File: src/rtl/updn_tmr_pkg.sv
package updn_tmr_pkg;

    localparam int RLD_N  = 4;
    localparam int RLD_IW = $clog2(RLD_N);
    localparam int TRIG_N = 3;
    localparam int ADDR_W = 3;

    typedef enum logic [1:0] {
        DR_UP   = 2'd0,
        DR_DOWN = 2'd1,
        DR_TRI  = 2'd2
    } dir_e;

    typedef enum logic [2:0] {
        MD_FREE      = 3'd0,
        MD_ONE_TERM  = 3'd1,
        MD_ONE_MATCH = 3'd2,
        MD_RLD_TERM  = 3'd3,
        MD_RLD_MATCH = 3'd4
    } mode_e;

    typedef enum logic [1:0] {
        ST_KEEP = 2'd0,
        ST_INC  = 2'd1,
        ST_DEC  = 2'd2
    } step_e;

    // control word, bit 0 at the bottom of the struct
    typedef struct packed {
        logic [1:0]        trig;
        logic [1:0]        step;
        logic [RLD_IW-1:0] rsel;
        logic [2:0]        mode;
        logic [1:0]        dir;
        logic              clr;
        logic              start;
        logic              en;
    } ctrl_t;

    localparam int CTRL_W = $bits(ctrl_t);

    localparam logic [ADDR_W-1:0] A_CTRL  = 3'd0;
    localparam logic [ADDR_W-1:0] A_MATCH = 3'd1;

    function automatic logic is_rld_addr(input logic [ADDR_W-1:0] a);
        return a[ADDR_W-1];
    endfunction

    function automatic logic [RLD_IW-1:0] ptr_next(input logic [RLD_IW-1:0] cur,
                                                   input logic [1:0] stp);
        logic [RLD_IW-1:0] r;
        case (stp)
            ST_INC:  r = cur + RLD_IW'(1);
            ST_DEC:  r = cur - RLD_IW'(1);
            default: r = cur;
        endcase
        return r;
    endfunction

endpackage

File: src/rtl/updn_tmr_regs.sv
module updn_tmr_regs
    import updn_tmr_pkg::*;
#(
    parameter int CNT_W = 32,
    parameter int NRLD  = RLD_N
) (
    input  logic                    clk,
    input  logic                    rst,
    input  logic                    wr_en,
    input  logic [ADDR_W-1:0]       wr_addr,
    input  logic [CNT_W-1:0]        wr_data,
    input  logic                    stop_req,
    input  logic [$clog2(NRLD)-1:0] rd_idx,
    output ctrl_t                   ctrl_q,
    output logic                    clr_pulse,
    output logic [$clog2(NRLD)-1:0] clr_idx,
    output logic [CNT_W-1:0]        match_q,
    output logic [CNT_W-1:0]        reload_val
);
    localparam int IW = $clog2(NRLD);

    ctrl_t              wr_ctrl;
    logic               ctrl_wr;
    logic [CNT_W-1:0]   bank [NRLD];

    assign wr_ctrl   = ctrl_t'(wr_data[CTRL_W-1:0]);
    assign ctrl_wr   = wr_en && (wr_addr == A_CTRL);
    assign clr_pulse = ctrl_wr && wr_ctrl.clr;
    assign clr_idx   = wr_ctrl.rsel;

    always_ff @(posedge clk) begin
        if (rst) begin
            ctrl_q <= '0;
        end else if (ctrl_wr) begin
            ctrl_q     <= wr_ctrl;
            ctrl_q.clr <= 1'b0;
        end else if (stop_req) begin
            ctrl_q.start <= 1'b0;
        end
    end

    always_ff @(posedge clk) begin
        if (rst)
            match_q <= '0;
        else if (wr_en && (wr_addr == A_MATCH))
            match_q <= wr_data;
    end

    for (genvar g = 0; g < NRLD; g++) begin : g_rld
        logic [CNT_W-1:0] q;
        always_ff @(posedge clk) begin
            if (rst)
                q <= '0;
            else if (wr_en && is_rld_addr(wr_addr) && (wr_addr[IW-1:0] == IW'(g)))
                q <= wr_data;
        end
        assign bank[g] = q;
    end

    assign reload_val = bank[rd_idx];

    // a single-shot stop clears the run bit unless software rewrites it
    p_stop_clears_run_r6: assert property (@(posedge clk) disable iff (rst)
        (stop_req && !ctrl_wr) |=> !ctrl_q.start);

    // clear bit never sticks in the stored word
    p_clr_selfclear_r11: assert property (@(posedge clk) disable iff (rst)
        clr_pulse |=> (ctrl_q.clr == 1'b0) && (ctrl_q.rsel == $past(clr_idx)));

endmodule

File: src/rtl/updn_tmr_step.sv
module updn_tmr_step
    import updn_tmr_pkg::*;
#(
    parameter int CNT_W = 32
) (
    input  ctrl_t            ctrl,
    input  logic             run,
    input  logic [CNT_W-1:0] cnt,
    input  logic             tri_down,
    input  logic [CNT_W-1:0] match,
    input  logic [CNT_W-1:0] reload_val,
    output logic [CNT_W-1:0] nxt_cnt,
    output logic             nxt_tri,
    output logic             evt,
    output logic             stop_req,
    output logic             rld_take
);
    localparam logic [CNT_W-1:0] CMAX  = '1;
    localparam logic [CNT_W-1:0] CZERO = '0;
    localparam logic [CNT_W-1:0] ONE   = CNT_W'(1);

    logic             going_down;
    logic [CNT_W-1:0] raw;
    logic             at_term;
    logic             at_match;

    always_comb begin
        case (ctrl.dir)
            DR_DOWN: going_down = 1'b1;
            DR_TRI:  going_down = tri_down ? (cnt != CZERO) : (cnt == CMAX);
            default: going_down = 1'b0;
        endcase

        raw = going_down ? (cnt - ONE) : (cnt + ONE);

        case (ctrl.dir)
            DR_DOWN: at_term = (raw == CZERO);
            DR_TRI:  at_term = (raw == CZERO) || (raw == CMAX);
            default: at_term = (raw == CMAX);
        endcase

        at_match = (raw == match);

        nxt_cnt  = cnt;
        nxt_tri  = tri_down;
        evt      = 1'b0;
        stop_req = 1'b0;
        rld_take = 1'b0;

        if (run) begin
            nxt_cnt = raw;
            nxt_tri = (ctrl.dir == DR_TRI) &&
                      (going_down ? (raw != CZERO) : (raw == CMAX));
            case (ctrl.mode)
                MD_ONE_TERM: begin
                    evt      = at_term;
                    stop_req = at_term;
                end
                MD_ONE_MATCH: begin
                    evt      = at_match;
                    stop_req = at_match;
                end
                MD_RLD_TERM: begin
                    evt      = at_term;
                    rld_take = at_term;
                end
                MD_RLD_MATCH: begin
                    evt      = at_match;
                    rld_take = at_match;
                end
                default: evt = at_match;
            endcase
            if (rld_take)
                nxt_cnt = reload_val;
        end
    end

endmodule

File: src/rtl/updn_tmr_ptr.sv
module updn_tmr_ptr
    import updn_tmr_pkg::*;
#(
    parameter int NRLD = RLD_N
) (
    input  logic                    clk,
    input  logic                    rst,
    input  logic                    clr,
    input  logic [$clog2(NRLD)-1:0] clr_idx,
    input  logic                    adv,
    input  logic [1:0]              step,
    output logic [$clog2(NRLD)-1:0] idx_q
);
    localparam int IW = $clog2(NRLD);

    always_ff @(posedge clk) begin
        if (rst)
            idx_q <= '0;
        else if (clr)
            idx_q <= clr_idx;
        else if (adv)
            idx_q <= ptr_next(idx_q, step);
    end

    p_ptr_inc_r10: assert property (@(posedge clk) disable iff (rst)
        (adv && !clr && step == ST_INC) |=> idx_q == $past(idx_q) + IW'(1));

    p_ptr_dec_r10: assert property (@(posedge clk) disable iff (rst)
        (adv && !clr && step == ST_DEC) |=> idx_q == $past(idx_q) - IW'(1));

    p_ptr_idle_r10: assert property (@(posedge clk) disable iff (rst)
        (!adv && !clr) |=> $stable(idx_q));

endmodule

File: src/rtl/updn_timer.sv
module updn_timer
    import updn_tmr_pkg::*;
#(
    parameter int CNT_W = 32
) (
    input  logic              clk,
    input  logic              rst,
    input  logic              tick_i,
    input  logic              wr_en_i,
    input  logic [ADDR_W-1:0] wr_addr_i,
    input  logic [CNT_W-1:0]  wr_data_i,
    output logic [CNT_W-1:0]  count_o,
    output logic              evt_o,
    output logic [TRIG_N-1:0] trig_o,
    output logic [RLD_IW-1:0] rld_idx_o,
    output logic [CNT_W-1:0]  ctrl_o
);
    localparam logic [CNT_W-1:0] CMAX = '1;

    ctrl_t              ctrl;
    logic               clr_pulse;
    logic [RLD_IW-1:0]  clr_idx;
    logic [CNT_W-1:0]   match_q;
    logic [CNT_W-1:0]   reload_val;
    logic               run;
    logic [CNT_W-1:0]   nxt_cnt;
    logic               nxt_tri;
    logic               hit;
    logic               stop_req;
    logic               rld_take;
    logic               tri_q;

    assign run = tick_i && ctrl.en && ctrl.start;

    updn_tmr_regs #(.CNT_W(CNT_W), .NRLD(RLD_N)) regs_i (
        .clk        (clk),
        .rst        (rst),
        .wr_en      (wr_en_i),
        .wr_addr    (wr_addr_i),
        .wr_data    (wr_data_i),
        .stop_req   (stop_req),
        .rd_idx     (rld_idx_o),
        .ctrl_q     (ctrl),
        .clr_pulse  (clr_pulse),
        .clr_idx    (clr_idx),
        .match_q    (match_q),
        .reload_val (reload_val)
    );

    updn_tmr_step #(.CNT_W(CNT_W)) step_i (
        .ctrl       (ctrl),
        .run        (run),
        .cnt        (count_o),
        .tri_down   (tri_q),
        .match      (match_q),
        .reload_val (reload_val),
        .nxt_cnt    (nxt_cnt),
        .nxt_tri    (nxt_tri),
        .evt        (hit),
        .stop_req   (stop_req),
        .rld_take   (rld_take)
    );

    updn_tmr_ptr #(.NRLD(RLD_N)) ptr_i (
        .clk     (clk),
        .rst     (rst),
        .clr     (clr_pulse),
        .clr_idx (clr_idx),
        .adv     (rld_take),
        .step    (ctrl.step),
        .idx_q   (rld_idx_o)
    );

    always_ff @(posedge clk) begin
        if (rst || clr_pulse) begin
            count_o <= '0;
            tri_q   <= 1'b0;
            evt_o   <= 1'b0;
        end else begin
            count_o <= nxt_cnt;
            tri_q   <= nxt_tri;
            evt_o   <= hit;
        end
    end

    for (genvar t = 0; t < TRIG_N; t++) begin : g_trig
        always_ff @(posedge clk) begin
            if (rst || clr_pulse)
                trig_o[t] <= 1'b0;
            else
                trig_o[t] <= hit && (ctrl.trig == 2'(t + 1));
        end
    end

    assign ctrl_o = {{(CNT_W - CTRL_W){1'b0}}, ctrl};

    // no qualified tick, no movement
    p_hold_r2: assert property (@(posedge clk) disable iff (rst)
        (!run && !clr_pulse) |=> $stable(count_o));

    // a plain step moves by exactly one
    p_unit_step_r3: assert property (@(posedge clk) disable iff (rst)
        (run && !rld_take && !clr_pulse) |=>
            (count_o == $past(count_o) + CNT_W'(1)) || (count_o == $past(count_o) - CNT_W'(1)));

    // triangle turns at the top
    p_tri_top_r4: assert property (@(posedge clk) disable iff (rst)
        (run && ctrl.dir == DR_TRI && count_o == CMAX && !rld_take && !clr_pulse) |=>
            count_o == CMAX - CNT_W'(1));

    // clear forces zero and a quiet event
    p_clear_r11: assert property (@(posedge clk) disable iff (rst)
        clr_pulse |=> (count_o == '0) && !evt_o && (trig_o == '0));

    // a trigger never fires without the event, and at most one fires
    p_trig_evt_r12: assert property (@(posedge clk) disable iff (rst)
        (trig_o != '0) |-> (evt_o && $onehot0(trig_o)));

endmodule

File: config.mk
export PLATFORM = sky130hd
export DESIGN_NAME = updn_timer
export DESIGN_NICKNAME = d
export VERILOG_FILES = /design/src/rtl/updn_tmr_pkg.sv /design/src/rtl/updn_tmr_regs.sv /design/src/rtl/updn_tmr_step.sv /design/src/rtl/updn_tmr_ptr.sv /design/src/rtl/updn_timer.sv
export SDC_FILE = /design/constraint.sdc
export NUM_CORES = 1
export LEC_CHECK = 0
export ABC_AREA = 1
export BUFFER_PORTS_ARGS = -buffer_cell sky130_fd_sc_hd__buf_2
export CAP_MARGIN = 40
export CORE_ASPECT_RATIO = 2
export CORE_MARGIN = 1.5
export CORE_UTILIZATION = 25
export DETAILED_ROUTE_END_ITERATION = 7
export SETUP_SLACK_MARGIN = 0.4
export SYNTH_ARGS = -nofsm -noshare
export SYNTH_HDL_FRONTEND = slang
export SYNTH_SLANG_ARGS = --single-unit
File: constraint.sdc
create_clock -name clk -period 5.54 [get_ports clk]
set_input_delay 0.831 -clock clk [delete_from_list [all_inputs] [get_ports clk]]
set_output_delay 0.831 -clock clk [all_outputs]
set_load 0.1 [all_outputs]
* Word-level counts from Yosys, hierarchy flattened
Cells that the tools add are included.
Widths: inputs -> output; s select.
** Cells by class
- Bitwise logic cells :: 1
- $mul :: 0
- Divide/modulo/power cells :: 0
- Eq/ne operators :: 18
- Order comparisons :: 1
- Add/sub/neg operators :: 4
- Mux-type cells :: 21
- Shift-type cells :: 0
- Reductions and logical operators :: 26
** Operators by type and width (number)
- $mux 32 :: 4
- $bmux 32 s2 :: 1
- $eq 32x32->1 const B :: 2
- $reduce_bool 32->1 :: 2
- $add 32x1->32 const B :: 1
- $eq 32x32->1 :: 1
- $logic_not 32->1 :: 1
- $sub 32x1->32 const B :: 1
- $logic_and 1x1->1 :: 14
- $eq 2x2->1 const B :: 6
- $mux 1 :: 9
- $eq 2x1->1 const B :: 4
- $pmux 1 s2 :: 4
- $eq 3x1->1 const B :: 2
- $eq 3x2->1 const B :: 2
- $mux 2 :: 2
- $pmux 2 s2 :: 1
- $reduce_bool 2->1 :: 2
- $eq 3x3->1 const B :: 1
- $ge 3x3->1 const B :: 1
- $logic_not 3->1 :: 1
- $not 2->3 :: 1
- $reduce_bool 3->1 :: 1
- $add 2x1->2 const B :: 1
- 5 further kinds :: 6
** Storage, ports and cells
- Flip-flop bits (word level) :: 212
- Memory bits (read-only) :: 0
- Logic and storage cells :: 90
- RAM bits :: 0
- Bits in latches :: 0
- Bits of input ports :: 39
- Output and inout port bits :: 70
- Memories :: 0

* Longest topological paths before layout
Gate-level depths: netlist (run 1).
- Depth after elaboration :: 12
- Gate-level depth with buffers :: 33
- Gate-level depth less buffers :: 32

* Hierarchy
Synthesis (run 1) repeated with hierarchy kept, for this count alone.
** Unflattened totals
- Cells, all modules :: 2530
- Area, all modules :: 14542.7 µm²
** Modules (own cells, without submodules)
- updn_tmr_regs :: seq. area each 3463.3 µm², cells an instance 1241, area each 7987.7 µm², instances 1
- updn_tmr_step :: seq. area each 0.0 µm², cells an instance 1119, area each 5083.6 µm², instances 1
- updn_timer :: seq. area each 740.7 µm², cells an instance 139, area each 1302.5 µm², instances 1
- updn_tmr_ptr :: seq. area each 40.0 µm², cells an instance 31, area each 168.9 µm², instances 1

* Worst setup path after synthesis (run 1)
No wires, ideal clock.
- Path type :: reg2reg
- Start :: reg count_o[0]
- End :: reg count_o[20]
- Library setup time :: 132 ps
- Buffers on the path :: 2
- Stages on the path, launching flop included :: 32
- Arrival time :: 4669 ps
- Setup slack :: 739 ps
- Cell sequence :: dfxtp_1 -> buf_2 -> nor2_1 -> nand2_1 -> nor2_1 -> nand4_1 -> nand2_1 -> nand3b_1 -> nand2_1 -> inv_1 -> ha_1 -> nand2_1 -> inv_2 -> a21oi_2 -> nand2_1 -> nand2_1 -> nand2_2 -> nand2_2 -> nand2_1 -> nand2_1 -> nand2_2 -> nand2_1 -> nand3_1 -> nor2_1 -> nand2_1 -> nor2_2 -> nand4_4 -> nand2_4 -> buf_6 -> nand2_1 -> nand3_1 -> a21oi_1
** Between the ends
- Cells in the longest elaborated chain, start to end :: 10
- Elaborated cells between the ends (all ways) :: 15
- Those cells by class :: 2 x add/sub; 3 x eq/ne; 7 x mux; 3 x reduce/logical
** Ends and longest elaborated chain
- start: declaration :: RTL line updn_timer.sv:12 : output logic [CNT_W-1:0] count_o,
- start signal: assignment :: RTL line updn_timer.sv:80 : count_o <= nxt_cnt;
- parallel branches: the longest is 3 deep, another holds $add 32x1->32
- $mux 32 (*) :: RTL line updn_tmr_step.sv:34 : raw = going_down ? (cnt - ONE) : (cnt + ONE);
- $eq 32x32->1 / $logic_not 32->1 (equally long branches) :: RTL line updn_tmr_step.sv:38, updn_tmr_step.sv:39, updn_tmr_step.sv:37
- $logic_or 1x1->1 :: RTL line updn_tmr_step.sv:38 : DR_TRI: at_term = (raw == CZERO) || (raw == CMAX);
- $pmux 1 s2 :: RTL line updn_tmr_step.sv:36 : case (ctrl.dir)
- $pmux 1 s2 :: RTL line updn_tmr_step.sv:54 : case (ctrl.mode)
- $mux 1 :: RTL line updn_tmr_step.sv:50 : if (run) begin
- $mux 32 (*) :: RTL line updn_tmr_step.sv:73 : if (rld_take)
Every way passes the cells marked *. The select of a mux whose other input is x is not followed.
A chain may end at the register's enable or synchronous reset.

* Final worst setup path (run 1)
- Start :: reg count_o[20]
- End :: reg count_o[22]
Same word-level chain as after synthesis.

==> results of run 1 <==
[through the flow]
step	total power (uW)	util, %
after floorplan	1840	-
after global placement	1920	27.5
after detailed placement	1930	27.5
after CTS	3270	28.7
after global routing	3350	28.8
final	3240	28.8
[cells in the final DEF, fill, tap and decap left out, types with 4 or more instances in the layout]
cell type	instances
ha_1	33
conb_1	19
buf_4	35
nor2_1	369
nand2_2	17
nor3_1	10
clkbuf_8	4
inv_1	189
buf_2	89
clkbuf_16	19
dfxtp_2	15
xnor2_1	5
clkinv_1	5
nand2_1	425
inv_2	14
nor3_2	5
nand4_1	16
xor2_1	10
dfxtp_1	197
o21ai_0	244
a21oi_1	161
nand3_1	154
nor2_2	11
nand3b_1	4
[kinds of logic after synthesis]
group | share of synthesized area (%)
xor+xnor | 1.72
compound gates | 17.0
flops | 33.8
buf+inv | 10.5
simple gates | 33.5
fa+ha+maj | 3.54
other cells | 0.0298
[metal layers]
metal / track usage, % / up-vias
met2: 33.2 / 395
li1: - / 6577
met3: 1.71 / 158
met1: 17.4 / 5936
met4: 14.5 / 12
met5: 0 / -
[power by group]
part / internal [uW] / leakage (uW) / switching [uW]
Sequential: 1570 / 0.00173 / 21.9
Clock: 738 / 0.000300 / 610
Combinational: 65.9 / 0.00452 / 236
[flip-flops by register name, indices dropped and copies added, names as in the netlist]
register and cells:
count_o 32, evt_o 1, ptr_i.idx_q 2, regs_i.ctrl_q 13
regs_i.g_rld.q 128, regs_i.match_q 32, tri_q 1, trig_o 3
[area by class of cell]
| class | count | area [um^2] | area share [%] |
|---|---|---|---|
| Clock inverter | 6 | 68.8 | 0.480 |
| Sequential cell | 212 | 4260 | 29.7 |
| Clock buffer | 26 | 542 | 3.78 |
| Inverter | 209 | 787 | 5.49 |
| Timing Repair Buffer | 126 | 739 | 5.15 |
| Multi-Input combinational cell | 1512 | 7130 | 49.7 |
| Tap cell | 649 | 812 | 5.66 |
[worst max-delay path, stage by stage (launching register included)]
cell	delay, ns
dfxtp_1	0.31
nor2_1	0.37
nand2_1	0.11
nor2_1	0.12
nand4_1	0.09
nand2_1	0.07
nand3b_1	0.13
nand2_1	0.15
inv_1	0.08
buf_12	0.18
ha_1	0.42
nand2_1	0.12
nor2_1	0.18
inv_2	0.11
nor2_2	0.23
nand3_1	0.28
nand4_1	0.17
nand2_1	0.14
xor2_1	0.17
nor2_1	0.12
nand2_1	0.16
nor2_2	0.27
nand4_4	0.17
buf_4	0.29
nand3_1	0.16
nand3_1	0.11
a21oi_1	0.14
[repair_timing]
item | in CTS | in global routing
pin swaps | 0 | 1
hold endpoints to repair | 0 | 0
endpoints found under the setup margin | 1 | 36
resized for setup | 1 | 25
setup buffers | 0 | 1
[how the worst min path moves through the flow]
stage / cells after the start / end / start
floorplan: 2 / regs_i.g_rld[0].q[0]$_SDFFE_PP0P_ / regs_i.g_rld[0].q[0]$_SDFFE_PP0P_
global placement: 2 / regs_i.g_rld[0].q[26]$_SDFFE_PP0P_ / regs_i.g_rld[0].q[26]$_SDFFE_PP0P_
detailed placement: 1 / trig_o[1]$_SDFF_PP0_ / regs_i.ctrl_q[12]$_SDFFE_PP0P_
CTS: 1 / trig_o[1]$_SDFF_PP0_ / regs_i.ctrl_q[12]$_SDFFE_PP0P_
global route: 1 / trig_o[1]$_SDFF_PP0_ / regs_i.ctrl_q[12]$_SDFFE_PP0P_
finish: 1 / trig_o[1]$_SDFF_PP0_ / regs_i.ctrl_q[12]$_SDFFE_PP0P_
==> metrics.yaml, run 1 <==
worst_setup_path:
  timing.rr.start: "count_o[20]$_SDFFE_PP0P_"
  crit_type: "flop to flop"
  critPathMaxFanout: 31
  start_kind: "flop"
  crit_arrival_ns: 5.39
  rr_endpoint: "count_o[22]$_SDFFE_PP0P_"
  startpoint: "count_o[20]$_SDFFE_PP0P_"
  reg2reg_slack_ns: 0.58
  critPathCapture: "count_o[22]$_SDFFE_PP0P_"
  critPathRequiredTime_ns: 5.97
  cp-end-kind: "flop"
  reg2reg_depth: 26
route:
  ant_nets: 0
  wl_per_cell_um: 17.1
  m1WireLength_mm: 16.6
  routed_wl_mm: 46.8
  routed-via-count: 13100
  wl_met3_mm: 1.82
  dr.max_layer_used: "met5"
  vias_per_cell: 4.77
  drt-initial-drc-count: 840
  remaining_drc_errors: 0
  wl_met2_mm: 24.2
  drtPass1Iterations: 7
floorplanning:
  die_width_um: 162
  ios: 109
  initial_utilization_pct: 25.3
  die-height_um: 320
  core-area_um2: 49800
  die_area_um2: 51700
  core.rowCount: 116
placed_design:
  post_dp_cell_area_um2: 13700
  routabilityCongestion: 0.966
  placed_cells: 2707
  numPortBuffers: 89
  hpwl_mm: 36.1
  place_ws_ns: 0.441
clock_tree:
  path_clk_slew_ns: 0.08
  numCtsBuffers: 18
  ctsRootBufferMaster: "clkbuf_16"
  tritoncts: "built"
  htreeDepth: 1
  clockBufferDepth: 3
  cts_hold_repair.buffers: 0
  clock-sinks: 212
  insertion_delay_ns: 0.51
final_layout:
  final_area_um2: 14300
  fill_cells: 5542
  nets: 2153
  num_antenna_cells: 0
  area_growth_pct: 14.1
  fin_cells: 2740
  drive_above_1_share_pct: 11.1
logic_synthesis:
  synth.distinct_cells: 40
  synth_top_area_cell: "dfxtp_1"
  ys.warnings.count: 0
  synth_cells: 2023
  ys_ff_latch: 212
  synth_top_area_share_pct: 33.8
  yosysMostFrequentCell: "nand2_1"
  async_reset_ff_share_pct: 0
  yosys-top-cells-area: "dfxtp_1 (34%), nand2_1 (13%), nor2_1 (11%), o21ai_0 (9.7%), a21oi_1 (6.4%)"
  synth.top_cells.by_count: "nand2_1 (429), nor2_1 (374), o21ai_0 (244), dfxtp_1 (212), inv_1 (190)"
  avgSynthCellArea_um2: 6.21
  ys_dominant_reg_cell: "dfxtp_1"
  syn_area_um2: 12600
  synth-seq-area-share_pct: 33.8
  synth_edf_count: 0
timing:
  slew_violations: 0
  layout_min_cycle_time_ns: 4.96
  hold_viol: 0
  hold_ws_ns: 0.443
  tightest_slew_ns: 0.822
  worst_slack_ns: 0.580
  timing.fmax_ghz: 0.202
  relSlewSlack_pct: 45.2
  fin_crit_sh_pct: 89.5
  setup_tns_ns: 0
  skew_ns: 0.0159
  setup_viol: 0
  rsz0062_at_grt: "no"
pwr:
  p_per_area_nw_per_um2: 226
  vdd_drop_max_mv: 0.154
  cellLeakagePower_uw: 0.00655
global_route:
  grt_usage_pct: 17.7
  overflow: 0
  grt_max_degree: 99
  grt_pass1_vias: 12600
  grt_pass1_wl_mm: 70.8
  antenna_found_initial: 6
job:
  maxCapViolCount: 0
run_status:
  status: "completed"
worst_hold_path:
  hold_path.class: "flop to flop"
No activity file was read; power rests on OpenSTA's default activity.
==> run 2, diff against run 1 <==
--- a/config.mk
+++ b/config.mk
@@ -12,6 +12,7 @@
 export CORE_MARGIN = 1.5
 export CORE_UTILIZATION = 25
 export DETAILED_ROUTE_END_ITERATION = 7
+export PLACE_DENSITY = 0.51
 export SETUP_SLACK_MARGIN = 0.4
 export SYNTH_ARGS = -nofsm -noshare
 export SYNTH_HDL_FRONTEND = slang
==> run 2 against run 1 <==
  * Wire length increased by 5.6%
  * Cell count is essentially flat
  * Sequential share of layout area is 0.19 points lower
  * Total power increased by 0.52%
  * Global-route usage up 1.1 points
==> metrics.yaml, run 2 (synthesis results as in run 1) <==
clock_tree:
  clockBufferDepth: 3  # unchanged
  path_clk_slew_ns: 0.08  # about the same
  numCtsBuffers: 18  # unchanged
  clock-sinks: 212  # unchanged
  insertion_delay_ns: 0.50  # about the same
  tritoncts: "built"
  ctsRootBufferMaster: "clkbuf_16"
  htreeDepth: 1  # unchanged
  postCtsSetupBuffers: 0  # unchanged
worst_setup_path:
  crit_arrival_ns: 5.26  # -0.13 ns
  critPathRequiredTime_ns: 5.91  # -0.06 ns
  cp-end-kind: "flop"
  crit_top_cell: "nand2_1"
  start_kind: "flop"
  worst_path_max_delay_cell: "ha_1"
  crit_type: "flop to flop"
  critPathMaxFanout: 31  # unchanged
  max_stage_delay_ns: 0.45  # +0.03 ns
route:
  ant_nets: 0  # unchanged
  routed_wl_mm: 49.4  # +5.6%
  m1WireLength_mm: 17.6  # +6.0%
  wl_met2_mm: 26.6  # +10%
  wl_per_cell_um: 18.0  # +5.6%
  drt-initial-drc-count: 963  # +15%
  remaining_drc_errors: 0  # unchanged
  dr.max_layer_used: "met5"
  drtPass1Iterations: 7  # unchanged
  wl_met3_mm: 1.50  # -18%
  vias_per_cell: 4.80  # +0.51%
  routed-via-count: 13100  # +0.47%
timing:
  relSlewSlack_pct: 49.5  # +4.3 points
  tightest_slew_ns: 0.756  # -0.0652 ns
  hold_ws_ns: 0.444  # +0.00132 ns
  layout_min_cycle_time_ns: 4.89  # -0.0708 ns
  skew_ns: 0.0134  # -0.00253 ns
  setup_viol: 0  # unchanged
  timing.fmax_ghz: 0.205  # +1.4%
  slew_violations: 0  # unchanged
  setup_tns_ns: 0  # unchanged
  fin_crit_sh_pct: 88.3  # -1.3 points
  hold_viol: 0  # unchanged
  rsz0062_at_grt: "no"
global_route:
  grt_usage_pct: 18.9  # +1.1 points
  grt_pass1_wl_mm: 74.7  # +5.4%
  overflow: 0  # unchanged
  grt_pass1_vias: 12900  # +2.3%
  antenna_found_initial: 2  # -4
  grt_max_degree: 78  # -21%
floorplanning:
  ios: 109  # unchanged
  core.rowCount: 116  # unchanged
  initial_utilization_pct: 25.3  # unchanged
  core-area_um2: 49800  # unchanged
  die-height_um: 320  # unchanged
  die_area_um2: 51700  # unchanged
  die_width_um: 162  # unchanged
final_layout:
  largest_reg_flops: 128  # unchanged
  final_area_um2: 14400  # +0.56%
  final_cell_mix: "nand2_1 (423), nor2_1 (365), o21ai_0 (244)"
  fin_cells: 2739  # -0.036%
  num_antenna_cells: 0  # unchanged
  final_common_cell: "nand2_1"
  drive_above_1_share_pct: 11.4  # +0.29 points
  nets: 2152  # -0.046%
  largestRegisters: "regs_i.g_rld.q (128), count_o (32), regs_i.match_q (32)"
  regMostFlops: "regs_i.g_rld.q"
  area_growth_pct: 14.8
placed_design:
  post_dp_cell_area_um2: 13700  # +0.41%
  hpwl_mm: 38.0  # +5.4%
  routabilityCongestion: 0.911  # -5.8%
  numPortBuffers: 89  # unchanged
  placed_cells: 2707  # unchanged
pwr:
  cellLeakagePower_uw: 0.00657  # +0.33%
  vdd_drop_max_mv: 0.235  # +52%
  p_per_area_nw_per_um2: 226  # about the same
run_status:
  status: "completed"
job:
  maxCapViolCount: 0  # unchanged
worst_hold_path:
  hold_path.class: "flop to flop"
run 2: repair_timing:
action,4_1_cts,5_1_grt
setup endpoints to repair,36,38
gates resized for setup,2,33
pin swaps,0,1
hold buffers,0,0
cloned,0,0
run 2: path summary, 6_finish.rpt:
check	start	to	depth (start not counted)	slack, ns
max	count_o[19]$_SDFFE_PP0P_	count_o[1]$_SDFFE_PP0P_	29	0.65
min	regs_i.ctrl_q[12]$_SDFFE_PP0P_	trig_o[1]$_SDFF_PP0_	1	0.44
max reg2reg	count_o[19]$_SDFFE_PP0P_	count_o[1]$_SDFFE_PP0P_	29	0.65
min reg2reg	regs_i.ctrl_q[12]$_SDFFE_PP0P_	trig_o[1]$_SDFF_PP0_	1	0.44
run 2: metrics by stage:
stage,util [%],worst slack (ns),total power [uW]
global placement,27.5,0.166,1930
global route,29.0,0.418,3370
detailed placement,27.6,0.243,1930
CTS,28.8,0.419,3290
finish,29.0,0.651,3260
floorplan,-,0.739,1840
run 2: metal layers:
layer / vias up / track usage, %
met3: 137 / 1.60
met1: 6094 / 18.3
li1: 6569 / -
met5: - / 0
met4: 4 / 13.0
met2: 336 / 36.8
run 2: cell type report:
type | instances | area [um^2]
Clock inverter | 8 | 106
Multi-Input combinational cell | 1512 | 7170
Tap cell | 649 | 812
Clock buffer | 24 | 504
Inverter | 209 | 786
Timing Repair Buffer | 125 | 786
Sequential cell | 212 | 4260
Fill cell | 5514 | 35400
run 2: report_power, final:
group	internal [uW]	switching [uW]	total, uW	leakage [uW]
registers	1570	22.0	1590	0.00173
logic	66.4	239	306	0.00455
clock network	744	616	1360	0.000293
run 2: worst max-delay path: cells and delay by family (launching register included):
| kind | cells | cell delay [ns] |
|---|---|---|
| buffers and inverters | 4 | 0.48 |
| and+or+nand+nor | 22 | 3.15 |
| adders and majority gates | 1 | 0.45 |
| DFF | 1 | 0.39 |
| AOI/OAI and AO/OA | 2 | 0.25 |
==> run 3, diff against run 2 <==
--- a/config.mk
+++ b/config.mk
@@ -5,14 +5,13 @@
 export SDC_FILE = /design/constraint.sdc
 export NUM_CORES = 1
 export LEC_CHECK = 0
-export ABC_AREA = 1
 export BUFFER_PORTS_ARGS = -buffer_cell sky130_fd_sc_hd__buf_2
 export CAP_MARGIN = 40
 export CORE_ASPECT_RATIO = 2
 export CORE_MARGIN = 1.5
 export CORE_UTILIZATION = 25
 export DETAILED_ROUTE_END_ITERATION = 7
-export PLACE_DENSITY = 0.51
+export PLACE_DENSITY = 0.52
 export SETUP_SLACK_MARGIN = 0.4
 export SYNTH_ARGS = -nofsm -noshare
 export SYNTH_HDL_FRONTEND = slang
==> constraint.sdc (replaced) <==
create_clock -name clk -period 4.21 [get_ports clk]
set_input_delay 0 -clock clk [delete_from_list [all_inputs] [get_ports clk]]
set_output_delay 0 -clock clk [all_outputs]
set_load 0.1 [all_outputs]
==> run 3 against run 2 <==
  * The flow now finishes with violations (setup timing)
  * Combinational power up 45%
  * Flip-flop and latch count is the same
  * Critical path depth rose by 1
  * Area after synthesis barely moved
  * Fmax fell by 14%
  * Clock power is 20% higher
  * Worst hold slack lost 0.37 ns
  * Wire length grew 14%
  * Synthesized cell count down 21%
  * Critical path type unchanged
  * Largest cell class unchanged
  * Largest power group unchanged
==> metrics.yaml, run 3 <==
clock_tree:
  insertion_delay_ns: 0.51  # about the same
  path_clk_slew_ns: 0.08  # about the same
  clock-sinks: 212  # unchanged
  ctsRootBufferMaster: "clkbuf_16"
  numCtsBuffers: 17  # -1
  clockBufferDepth: 3  # unchanged
  tritoncts: "built"
  htreeDepth: 1  # unchanged
logic_synthesis:
  ys_ff_latch: 212  # unchanged
  async_reset_ff_share_pct: 0  # unchanged
  synth.distinct_cells: 101  # +150%
  ys.warnings.count: 0  # unchanged
  synth_top_area_share_pct: 33.8  # about the same
  yosysMostFrequentCell: "nand2_1"
  synth_top_area_cell: "dfxtp_1"
  synth-seq-area-share_pct: 33.8  # about the same
  synth_edf_count: 0  # unchanged
  yosys-top-cells-area: "dfxtp_1 (34%), nand2_1 (12%), a21oi_1 (10%), mux4_2 (5.6%), ha_1 (3.4%)"
  syn_area_um2: 12600  # about the same
  synth_cells: 1595  # -21%
  ys_dominant_reg_cell: "dfxtp_1"
  synth.top_cells.by_count: "nand2_1 (398), a21oi_1 (254), dfxtp_1 (212), clkbuf_1 (87), o21ai_0 (53)"
  avgSynthCellArea_um2: 7.88  # +27%
worst_setup_path:
  critPathRequiredTime_ns: 4.59  # -1.32 ns
  path_depth: 30  # +3.4%
  timing.rr.start: "count_o[29]$_SDFFE_PP0P_"
  crit_arrival_ns: 6.09  # +0.83 ns
  crit_type: "flop to flop"
  cp-end-kind: "flop"
  reg2reg_slack_ns: -1.50  # -2.15 ns
  max_stage_delay_ns: 0.46  # about the same
  worst_path_max_delay_cell: "or4_4"
  crit_top_cell: "buf_4"
  startpoint: "count_o[29]$_SDFFE_PP0P_"
  critPathMaxFanout: 4  # -87%
  cpLargestDelayFamily: "buffers and inverters"
  reg2reg_depth: 30  # +3.4%
  start_kind: "flop"
  cp.buffers_inverters: 18  # +14
final_layout:
  regMostFlops: "regs_i.g_rld.q"
  final_cell_mix: "nand2_1 (390), buf_4 (370), a21oi_1 (234)"
  area_growth_pct: 50.6
  final_common_cell: "nand2_1"
  nets: 2120  # -1.5%
  largestRegisters: "regs_i.g_rld.q (128), count_o (32), regs_i.match_q (32)"
  num_antenna_cells: 0  # unchanged
  largest_reg_flops: 128  # unchanged
  final_core_util_pct: 38.0  # +9.0 points
  drive_above_1_share_pct: 38.4  # +27 points
timing:
  worst_slack_ns: -1.50  # -2.15 ns
  rsz0062_at_grt: "yes"
  hold_viol: 0  # unchanged
  setup_viol: 40  # +40
  fin_crit_sh_pct: 136  # +47 points
  timing.fmax_ghz: 0.175  # -14%
  relSlewSlack_pct: 42.2  # -7.3 points
  hold_ws_ns: 0.0762  # -0.368 ns
  skew_ns: 0.0220  # +0.00868 ns
  slew_violations: 0  # unchanged
  layout_min_cycle_time_ns: 5.71  # +0.818 ns
  setup_tns_ns: -55.19  # -55.19 ns
  tightest_slew_ns: 0.867  # +0.111 ns
route:
  vias_per_cell: 5.10  # +6.3%
  ant_nets: 0  # unchanged
  remaining_drc_errors: 0  # unchanged
  drtPass1Iterations: 5  # -2
  wl_per_cell_um: 20.8  # +15%
  drt-initial-drc-count: 893  # -7.3%
  routed_wl_mm: 56.1  # +14%
  routed-via-count: 13800  # +5.0%
floorplanning:
  core-area_um2: 49800  # unchanged
  die_width_um: 162  # about the same
  die_area_um2: 51700  # about the same
  ios: 109  # unchanged
  core.rowCount: 116  # unchanged
  die-height_um: 320  # about the same
  initial_utilization_pct: 25.2  # about the same
pwr:
  clkPwrFrac_pct: 39.5  # -2.3 points
  p_seq_share_pct: 49.8  # +1.0 points
  p_sw_uw: 1090  # +25%
  cellLeakagePower_uw: 0.00734  # +12%
  vdd_drop_max_mv: 0.161  # -31%
  combPwrFrac_pct: 10.7  # +1.3 points
  swShare_pct: 26.5  # -0.44 points
  p_per_area_nw_per_um2: 218  # -3.3%
  internal-power_uw: 3030  # +28%
placed_design:
  hpwl_mm: 42.6  # +12%
  numPortBuffers: 89  # unchanged
  place_ws_ns: -1.85  # -2.09 ns
  routabilityCongestion: 0.972  # +6.7%
worst_hold_path:
  holdCritStartpoint: "wr_addr_i[0]"
  hold_path.class: "input port to flop"
  worstHoldPathCells: 5  # +4
job:
  maxCapViolCount: 0  # unchanged
run_status:
  violations: "setup timing"
  status: "finished, violations left"
global_route:
  grt_usage_pct: 21.3  # +2.4 points
  grt_pass1_vias: 14200  # +10%
  grt_max_degree: 76  # -2.6%
  antenna_found_initial: 0  # -2
  overflow: 0  # unchanged
  grt_pass1_wl_mm: 83.5  # +12%
-- run 3: cell count changes in the layout (fill, tap and decap cells not counted), moves of 32 or more --
| cell | before | now |
|---|---|---|
| a21oi_1 | 160 | 234 |
| buf_4 | 31 | 370 |
| dlygate4sd3_1 | 0 | 33 |
| inv_1 | 189 | 22 |
| mux2i_1 | 0 | 32 |
| nand2_1 | 423 | 390 |
| nand3_1 | 153 | 35 |
| nor2_1 | 365 | 40 |
| o21ai_0 | 244 | 50 |
-- run 3: path summary, 6_finish.rpt --
kind	to
max	ptr_i.idx_q[1]$_SDFFE_PP0P_
min	regs_i.g_rld[3].q[13]$_SDFFE_PP0P_
max reg2reg	ptr_i.idx_q[1]$_SDFFE_PP0P_
min reg2reg	regs_i.g_rld[2].q[29]$_SDFFE_PP0P_
-- run 3: power groups by stage --
stage / registers [uW] / logic (uW) / clock network (uW)
after floorplan: 2120 / 272 / 0
after global placement: 2110 / 384 / 0
after detailed placement: 2100 / 413 / 0
after CTS: 2060 / 441 / 1670
after global routing: 2060 / 469 / 1730
final: 2060 / 443 / 1630
-- run 3: cell families (layout without fill, tap and decap cells) --
kind of cell    after synthesis  after routing  synth area share, %
simple gates                668            668                 24.7
compound gates              415            415                 19.8
flops                       212            212                 33.8
buf+inv                     149            591                 5.90
mux                          68             68                 8.66
xor+xnor                     47             47                 3.56
fa+ha+maj                    35             35                 3.55
other cells                   1             19               0.0298
-- run 3: final cells by class --
class                      instances  area (um^2)
clock buffer                      25          485
clock inverter                     3         47.5
fill                            5064        30900
inverter                          23         86.3
multi-input combinational       1252         8830
sequential                       212         4350
tap                              649          812
timing repair buffer             540         4310
-- run 3: stage by stage --
| stage | total power, uW | cells | instance area, um^2 |
|---|---|---|---|
| finish | 4130 | 2704 | 18900 |
| global placement | 2500 | 2568 | 16200 |
| detailed placement | 2520 | 2571 | 16300 |
| floorplan | 2390 | 1613 | 12900 |
| CTS | 4170 | 2687 | 18300 |
| global route | 4260 | 2704 | 18900 |
-- run 3: worst register-to-register path: cells and delay by family (launching register included) --
kind                   cells  cell delay [ns]
XOR/XNOR                   1             0.37
flip-flops                 1             0.37
AO/OA/AOI/OAI              5             0.96
AND/OR/NAND/NOR            6             1.44
buffers and inverters     18             2.47
-- run 3: layer usage --
layer | GRT usage (%) | vias to the layer above | wire length [um]
li1 | - | 6549 | -
met1 | 19.9 | 6642 | 18900
met2 | 40.7 | 409 | 30300
met3 | 2.00 | 192 | 1720
met4 | 17.9 | 0 | 5260
met5 | 0 | - | 0
-- run 3: repair_timing --
| action | 4_1_cts | 5_1_grt |
|---|---|---|
| resized for setup | 119 | 77 |
| hold buffers | 33 | 0 |
| cloned | 4 | 0 |
| buffers inserted | 51 | 17 |
| pin swaps | 52 | 47 |
| setup endpoints to repair | 40 | 40 |
| endpoints found under the hold margin | 176 | 0 |
